===== src/rtl/gec_pkg.sv =====
package gec_pkg;

  localparam int ADDR_W = 8;

  localparam logic [ADDR_W-1:0] A_RISE_EN  = 8'h44;
  localparam logic [ADDR_W-1:0] A_FALL_EN  = 8'h48;
  localparam logic [ADDR_W-1:0] A_MCAUSE   = 8'h80;
  localparam logic [ADDR_W-1:0] A_EVT_MASK = 8'h94;
  localparam logic [ADDR_W-1:0] A_CAUSE    = 8'h98;

  typedef enum logic [2:0] {
    RS_NONE,
    RS_RISE,
    RS_FALL,
    RS_MCAUSE,
    RS_MASK,
    RS_CAUSE
  } reg_sel_e;

  function automatic reg_sel_e decode_addr(input logic [ADDR_W-1:0] a);
    case (a)
      A_RISE_EN:  decode_addr = RS_RISE;
      A_FALL_EN:  decode_addr = RS_FALL;
      A_MCAUSE:   decode_addr = RS_MCAUSE;
      A_EVT_MASK: decode_addr = RS_MASK;
      A_CAUSE:    decode_addr = RS_CAUSE;
      default:    decode_addr = RS_NONE;
    endcase
  endfunction

endpackage


===== src/rtl/gec_sync.sv =====
module gec_sync #(
  parameter int W      = 32,
  parameter int STAGES = 2
) (
  input  logic         clk,
  input  logic         rst_n,
  input  logic [W-1:0] d_i,
  output logic [W-1:0] q_o
);

  logic [W-1:0] stg_q [STAGES];

  generate
    for (genvar s = 0; s < STAGES; s++) begin : g_stage
      logic [W-1:0] stg_d;
      if (s == 0) begin : g_first
        assign stg_d = d_i;
      end else begin : g_rest
        assign stg_d = stg_q[s-1];
      end
      always_ff @(posedge clk or negedge rst_n) begin
        if (!rst_n) stg_q[s] <= '0;
        else        stg_q[s] <= stg_d;
      end
    end
  endgenerate

  assign q_o = stg_q[STAGES-1];

endmodule


===== src/rtl/gec_edge.sv =====
module gec_edge #(
  parameter int W = 32
) (
  input  logic         clk,
  input  logic         rst_n,
  input  logic [W-1:0] sync_i,
  input  logic [W-1:0] rise_en_i,
  input  logic [W-1:0] fall_en_i,
  input  logic [W-1:0] clr_i,
  output logic [W-1:0] hit_o,
  output logic [W-1:0] cause_o
);

  logic [W-1:0] prev_q;
  logic [W-1:0] cause_q, cause_d;
  logic [W-1:0] rise_seen, fall_seen;
  logic         cause_en;

  always_comb begin
    rise_seen = sync_i & ~prev_q;
    fall_seen = ~sync_i & prev_q;
    hit_o     = (rise_seen & rise_en_i) | (fall_seen & fall_en_i);
    cause_en  = (|hit_o) | (|clr_i);
    cause_d   = (cause_q & ~clr_i) | hit_o;
  end

  always_ff @(posedge clk or negedge rst_n) begin
    if (!rst_n) prev_q <= '0;
    else        prev_q <= sync_i;
  end

  always_ff @(posedge clk or negedge rst_n) begin
    if (!rst_n)        cause_q <= '0;
    else if (cause_en) cause_q <= cause_d;
  end

  assign cause_o = cause_q;

endmodule


===== src/rtl/gec_regs.sv =====
module gec_regs
  import gec_pkg::*;
#(
  parameter int W  = 32,
  parameter int DW = 32
) (
  input  logic              clk,
  input  logic              rst_n,
  input  logic              sel_i,
  input  logic              wr_i,
  input  logic [ADDR_W-1:0] addr_i,
  input  logic [DW-1:0]     wdata_i,
  input  logic [W-1:0]      cause_i,
  output logic [W-1:0]      rise_en_o,
  output logic [W-1:0]      fall_en_o,
  output logic [W-1:0]      mask_o,
  output logic [W-1:0]      clr_o,
  output logic [DW-1:0]     rdata_o
);

  reg_sel_e     rsel;
  logic         wen_rise, wen_fall, wen_mask;
  logic [W-1:0] rise_q, fall_q, mask_q;
  logic [W-1:0] wbits;
  logic [W-1:0] rd_val;

  always_comb begin
    rsel     = decode_addr(addr_i);
    wbits    = wdata_i[W-1:0];
    wen_rise = sel_i & wr_i & (rsel == RS_RISE);
    wen_fall = sel_i & wr_i & (rsel == RS_FALL);
    wen_mask = sel_i & wr_i & (rsel == RS_MASK);
    clr_o    = (sel_i & wr_i & (rsel == RS_CAUSE)) ? wbits : '0;
  end

  always_ff @(posedge clk or negedge rst_n) begin
    if (!rst_n)        rise_q <= '0;
    else if (wen_rise) rise_q <= wbits;
  end

  always_ff @(posedge clk or negedge rst_n) begin
    if (!rst_n)        fall_q <= '0;
    else if (wen_fall) fall_q <= wbits;
  end

  always_ff @(posedge clk or negedge rst_n) begin
    if (!rst_n)        mask_q <= '0;
    else if (wen_mask) mask_q <= wbits;
  end

  always_comb begin
    case (rsel)
      RS_RISE:   rd_val = rise_q;
      RS_FALL:   rd_val = fall_q;
      RS_MASK:   rd_val = mask_q;
      RS_MCAUSE: rd_val = cause_i & mask_q;
      RS_CAUSE:  rd_val = cause_i;
      default:   rd_val = '0;
    endcase
    rdata_o = '0;
    if (sel_i && !wr_i) rdata_o[W-1:0] = rd_val;
  end

  assign rise_en_o = rise_q;
  assign fall_en_o = fall_q;
  assign mask_o    = mask_q;

endmodule


===== src/rtl/gpio_edge_cause.sv =====
module gpio_edge_cause
  import gec_pkg::*;
#(
  parameter int NPINS       = 32,
  parameter int DW          = 32,
  parameter int SYNC_STAGES = 2
) (
  input  logic              clk,
  input  logic              rst_n,
  input  logic [NPINS-1:0]  pad_i,
  input  logic              bus_sel,
  input  logic              bus_wr,
  input  logic [ADDR_W-1:0] bus_addr,
  input  logic [DW-1:0]     bus_wdata,
  output logic [DW-1:0]     bus_rdata,
  output logic              irq_o
);

  logic [NPINS-1:0] pad_sync;
  logic [NPINS-1:0] rise_en, fall_en, evt_mask;
  logic [NPINS-1:0] clr_mask, edge_hit, cause_q;

  gec_sync #(.W(NPINS), .STAGES(SYNC_STAGES)) u_sync (
    .clk   (clk),
    .rst_n (rst_n),
    .d_i   (pad_i),
    .q_o   (pad_sync)
  );

  gec_edge #(.W(NPINS)) u_edge (
    .clk       (clk),
    .rst_n     (rst_n),
    .sync_i    (pad_sync),
    .rise_en_i (rise_en),
    .fall_en_i (fall_en),
    .clr_i     (clr_mask),
    .hit_o     (edge_hit),
    .cause_o   (cause_q)
  );

  gec_regs #(.W(NPINS), .DW(DW)) u_regs (
    .clk       (clk),
    .rst_n     (rst_n),
    .sel_i     (bus_sel),
    .wr_i      (bus_wr),
    .addr_i    (bus_addr),
    .wdata_i   (bus_wdata),
    .cause_i   (cause_q),
    .rise_en_o (rise_en),
    .fall_en_o (fall_en),
    .mask_o    (evt_mask),
    .clr_o     (clr_mask),
    .rdata_o   (bus_rdata)
  );

  assign irq_o = |(cause_q & evt_mask);

endmodule


===== config.mk =====
export PLATFORM = sky130hd
export DESIGN_NAME = gpio_edge_cause
export DESIGN_NICKNAME = d
export VERILOG_FILES = /design/src/rtl/gec_pkg.sv /design/src/rtl/gec_sync.sv /design/src/rtl/gec_edge.sv /design/src/rtl/gec_regs.sv /design/src/rtl/gpio_edge_cause.sv
export SDC_FILE = /design/constraint.sdc
export NUM_CORES = 1
export LEC_CHECK = 0
export ABC_AREA = 1
export ABC_CLOCK_PERIOD_IN_PS = 900
export BUFFER_PORTS_ARGS = -buffer_cell sky130_fd_sc_hd__buf_2
export CAP_MARGIN = 40
export CORE_UTILIZATION = 38
export DETAILED_ROUTE_END_ITERATION = 8
export GPL_ROUTABILITY_DRIVEN = 1
export GPL_TIMING_DRIVEN = 0
export SYNTH_ARGS = -nofsm -noshare
export SYNTH_HDL_FRONTEND = slang
export SYNTH_HIERARCHICAL = 1
export SYNTH_SLANG_ARGS = --single-unit

===== constraint.sdc =====
create_clock -name clk -period 0.9 [get_ports clk]
set_input_delay 0.045 -clock clk [delete_from_list [all_inputs] [get_ports clk]]
set_output_delay 0.045 -clock clk [all_outputs]
set_load 0.01 [all_outputs]

Word level (Yosys, flattened, before mapping). Index checks and enable logic that the tools add are counted.

Flip-flop bits (word level): 224. Bits in latches: 0. RAM bits: 0. Memory bits (read-only): 0. Input bits: 76. Output and inout port bits: 33. Word-level logic and storage cells: 43. Memories: 0.

$add $sub $neg: 0. Multiply operators: 0. Div/mod/pow operators: 0. $lt $le $gt $ge: 0. Eq/ne operators: 10. Shifts and indexed selects: 0. Multiplexer cells: 4. Bitwise gates (word level): 17. Reductions and logical operators: 5.

Operator list (number): $and 32x32->32 (6); $pmux 32 s5 (1); $not 32->32 (3); $reduce_or 32->1 (3); $mux 32 (2); $or 32x32->32 (2); $eq 8x8->1 const B (3); $eq 8x7->1 const B (2); $pmux 3 s5 (1); $eq 3x2->1 const B (2); $eq 3x3->1 const B (2); $and 1x1->1 (5); $eq 3x1->1 const B (1); $logic_and 1x1->1 (1); $logic_not 1->1 (1); $or 1x1->1 (1).

Logic depth before layout (Yosys ltp).
Depth after elaboration: 8. Gate-level depth with buffers: 11.

Modules after synthesis. The synthesis kept the hierarchy.

By module, submodules not included: gec_regs (times used 1, cells an instance 771, area an instance 5413.9 um^2); gec_edge (times used 1, cells an instance 320, area an instance 2682.6 um^2); gec_sync (times used 1, cells an instance 64, area an instance 1601.5 um^2); gpio_edge_cause (times used 1, cells an instance 63, area an instance 236.5 um^2).

Worst setup path before layout. Ideal clock, no wire load.

Kind: input port to flip-flop. From: input port bus_addr[6]. To: register u_edge.cause_q[21] (netlist: u_edge/cause_o[21]). Setup time: 126 ps. Data arrival time: 1020 ps. Setup slack: -246 ps. Cell stages on the path: 11. Buffers on the path: 1. Cells stage by stage: inv_2 > nand2_2 > nor2_4 > nand2_4 > inv_4 > nand2_2 > buf_6 > nor2_1 > inv_1 > nand2_1 > nand3_1.

Longest elaborated chain between the ends: 8. Elaborated cells between the ends (all ways): 14.

Ends and longest elaborated chain: from (decl) (line gpio_edge_cause.sv:13) `input logic [ADDR_W-1:0] bus_addr,`; $eq 8x8->1 / $eq 8x7->1 (equally long branches) (line gec_pkg.sv:21) `case (a)`; $pmux 3 s5 * (line gec_pkg.sv:21); $eq 3x3->1 * (line gec_regs.sv:33) `clr_o = (sel_i & wr_i & (rsel == RS_CAUSE)) ? wbits : '0;`; $and 1x1->1 * (line gec_regs.sv:33); $mux 32 * (line gec_regs.sv:33); via clr_mask[21] (line gpio_edge_cause.sv:21) `logic [NPINS-1:0] clr_mask, edge_hit, cause_q;`; branches (longest 3 deep; another with $reduce_or 32->1); to (signal assigned) (line gec_edge.sv:34) `else if (cause_en) cause_q <= cause_d;`; to (decl) (line gec_edge.sv:15) `logic [W-1:0] cause_q, cause_d;`.

Mark *: on every way through the listed nets, which the timed path passes. A chain may end at the register's enable or synchronous reset.

Final worst setup path.
From: register u_edge.cause_q[30] (netlist: u_edge/cause_o[30]). To: output port irq_o.

Longest elaborated chain between the ends: 2.

Ends and longest elaborated chain: $and 32x32->32 (line gpio_edge_cause.sv:56) `assign irq_o = |(cause_q & evt_mask);`; $reduce_or 32->1 (line gpio_edge_cause.sv:56); to (decl) (line gpio_edge_cause.sv:16) `output logic irq_o`.

No other way between the ends.

==> flow_metrics.env <==
export IMPL_post_drt_via_cell_ratio=4.85
export IMPL_grt_max_degree=116
export IMPL_cp_slowest_cell="dfrtp_1"
export IMPL_worstPathRequired_ns=0.85
export IMPL_io_pins=109
export IMPL_grt_pass1_vias=8262
export IMPL_start_util_pct=38.9
export IMPL_worst_pin_slew_ns=0.888
export IMPL_grt_ovfl_total=0
export IMPL_regArea_um2=5610
export IMPL_hold_viol=109
export IMPL_yosys_warnings=6
export IMPL_num_rows=58
export IMPL_powerDensity_nw_per_um2=1690
export IMPL_multi_input_area_um2=3880
export IMPL_fin_tns_setup_ns=-21.56
export IMPL_crit_top_cell="nand2_1"
export IMPL_routedWlPerCell_um=16.3
export IMPL_die_w_um=163
export IMPL_syn_inst=1186
export IMPL_cts_buffers=26
export IMPL_die_h_um=163
export IMPL_status="finished, violations left"
export IMPL_grt_pass1_wl_mm=45.2
export IMPL_drv_cap=0
export IMPL_utilization_pct=53.9
export IMPL_met3_usage_pct=3.00
export IMPL_fin_crit_sh_pct=189
export IMPL_crit_path_start_kind="register"
export IMPL_drive_above_1_share_pct=26.9
export IMPL_ctsHoldBuffers=64
export IMPL_place_gp_congestion=0.866
export IMPL_dpl_worst_slack_ns=-0.741
export IMPL_crit_arrival_ns=1.66
export IMPL_grt_use_total_pct=22.3
export IMPL_p_int_uw=17800
export IMPL_finalPower_uw=23000
export IMPL_period_needed_ns=1.70
export IMPL_fmax_mhz=587
export IMPL_synthesis_area_um2=9810
export IMPL_clk_pin_slew_ns=0.05
export IMPL_clockBufferDepth=3
export IMPL_rsz0062_at_grt="yes"
export IMPL_synth_fp_nets=1262
export IMPL_critPathKind="reg -> out"
export IMPL_core_area_um2=25300
export IMPL_leakage_uw=0.00688
export IMPL_p_sw_share_pct=22.7
export IMPL_htree_num_levels=1
export IMPL_worst_slack_ns=-0.804
export IMPL_gr_max_usage_layer="met2"
export IMPL_die_area_um2=26500
export IMPL_fin_nets=1514
export IMPL_violations="hold timing, setup timing"
export IMPL_wirelength_mm=29.2
export IMPL_seqPwrFrac_pct=46.6
export IMPL_cts_sinks=224
export IMPL_clk_latency_ns=0.53
export IMPL_drv_slew=0
export IMPL_min_path_type="in -> async"
export IMPL_avgSynthCellArea_um2=8.28
export IMPL_finClkSkew_ns=0.00737
export IMPL_n_fill_cell=2295
export IMPL_dpl_hpwl_mm=18.8
export IMPL_vias=8664
export IMPL_cts_tree="done"
export IMPL_grt_met1_usage_pct=31.4
export IMPL_setup_viol=63
export IMPL_crit_path_end_kind="output pin"
export IMPL_combPwrFrac_pct=6.6
export IMPL_ant_nets=0
export IMPL_initialDrtViolationCount=675
export IMPL_clockRootBuffer="clkbuf_16"
export IMPL_crit_fanout=2
export IMPL_drc_errors=0
export IMPL_worst_hold_slack_ns=-0.436
export IMPL_path_cells="nand2_1, nand2_1, nor2_2, nand2_1, nor2_1, nand2_1, buf_2"
export IMPL_dr_pass1_iters=5
export IMPL_use_met2_pct=36.1
export IMPL_antenna_cells=0
export IMPL_area_growth_pct=38.8
export IMPL_max_stage_delay_ns=0.41
export IMPL_switchingPower_uw=5210
export IMPL_p_clk_share_pct=46.8
export IMPL_slew_headroom_pct=40.8
export IMPL_antenna_found_initial=0
export IMPL_peakVddDrop_v=0.00153
export IMPL_portBuffers=108
==> metal layers <==
metal,share of wire [%],vias up
li1,-,4229
met1,45,4121
met2,46,268
met3,6.2,46
met4,2.5,0
met5,0,-
==> placed cells by master, fill, tap and decap left out, types with 4 or more instances in the layout <==
master and n:
buf_6 42, clkbuf_16 27, clkbuf_8 10, dfrtp_1 224, buf_2 106, clkbuf_1 6, o21ai_0 19, o21ai_2 4
nor2_1 51, buf_4 36, nand2_2 23, nand3_2 23, nand2_4 7, o21ai_1 73, nand2_1 317, nor2_2 51
dlygate4sd3_1 64, inv_1 154, inv_2 4, a21oi_2 6, nand3_1 147, nand4_1 9, nor2_4 18, buf_8 7
==> final timing paths <==
kind / startpoint / endpoint / slack (ns) / depth (start not counted)
min in group clk: bus_addr[2] / u_regs/mask_o[1] / 0.09 / 6
min: rst_n / u_sync/g_stage[1].stg_d[30] / -0.44 / 1
max: u_edge/cause_o[30] / irq_o / -0.80 / 7
min reg2reg: u_sync/g_stage[1].stg_d[18] / u_sync/q_o[18] / 0.35 / 0
max reg2reg: u_edge/cause_o[5] / u_edge/cause_o[5] / 0.02 / 4
max in group asynchronous: rst_n / u_regs/mask_o[8] / 0.29 / 2
==> registers in the layout, summed over array words and instances, names as in the netlist <==
| signal | flops |
|---|---|
| u_regs/fall_en_o | 32 |
| u_sync/g_stage.stg_d | 32 |
| u_edge/cause_o | 32 |
| u_regs/rise_en_o | 32 |
| u_edge/prev_q | 32 |
| u_sync/q_o | 32 |
| u_regs/mask_o | 32 |
==> cell type report <==
type / count / share of cell area, %
multi-input combinational: 758 / 28.5
clock buffer: 41 / 5.93
sequential: 224 / 41.2
tap: 330 / 3.03
clock inverter: 5 / 0.634
buffer: 39 / 2.90
inverter: 165 / 4.96
timing repair buffer: 224 / 12.9
==> stage by stage <==
| step | hold slack, ns | instances | cell area [µm²] |
|---|---|---|---|
| global placement | 0.153 | 1624 | 11100 |
| floorplan | -0.251 | 1186 | 10100 |
| detailed placement | 0.154 | 1628 | 11200 |
| finish | -0.436 | 1786 | 13600 |
| global route | -0.343 | 1786 | 13600 |
| CTS | -0.380 | 1769 | 13200 |
==> critical path, delay by kind of cell, from the launching register on <==
family / cells / cell delay, ns
and+or+nand+nor: 6 / 0.57
buffers and inverters: 1 / 0.15
DFF: 1 / 0.41
==> power by group through the flow <==
stage | combinational [µW] | sequential (µW) | clock, µW
finish | 1520 | 10700 | 10700
global route | 1690 | 10800 | 11500
CTS | 1470 | 10700 | 11000
detailed placement | 1180 | 10900 | 0
global placement | 1130 | 10900 | 0
floorplan | 552 | 10800 | 0
==> what timing repair did <==
action | CTS | global route
setup endpoints to repair | 109 | 139
pin swaps | 69 | 59
gates resized for setup | 65 | 101
cloned | 0 | 1
buffers inserted | 31 | 16
hold endpoints to repair | 269 | 109
No activity file was read; power rests on OpenSTA's default activity.
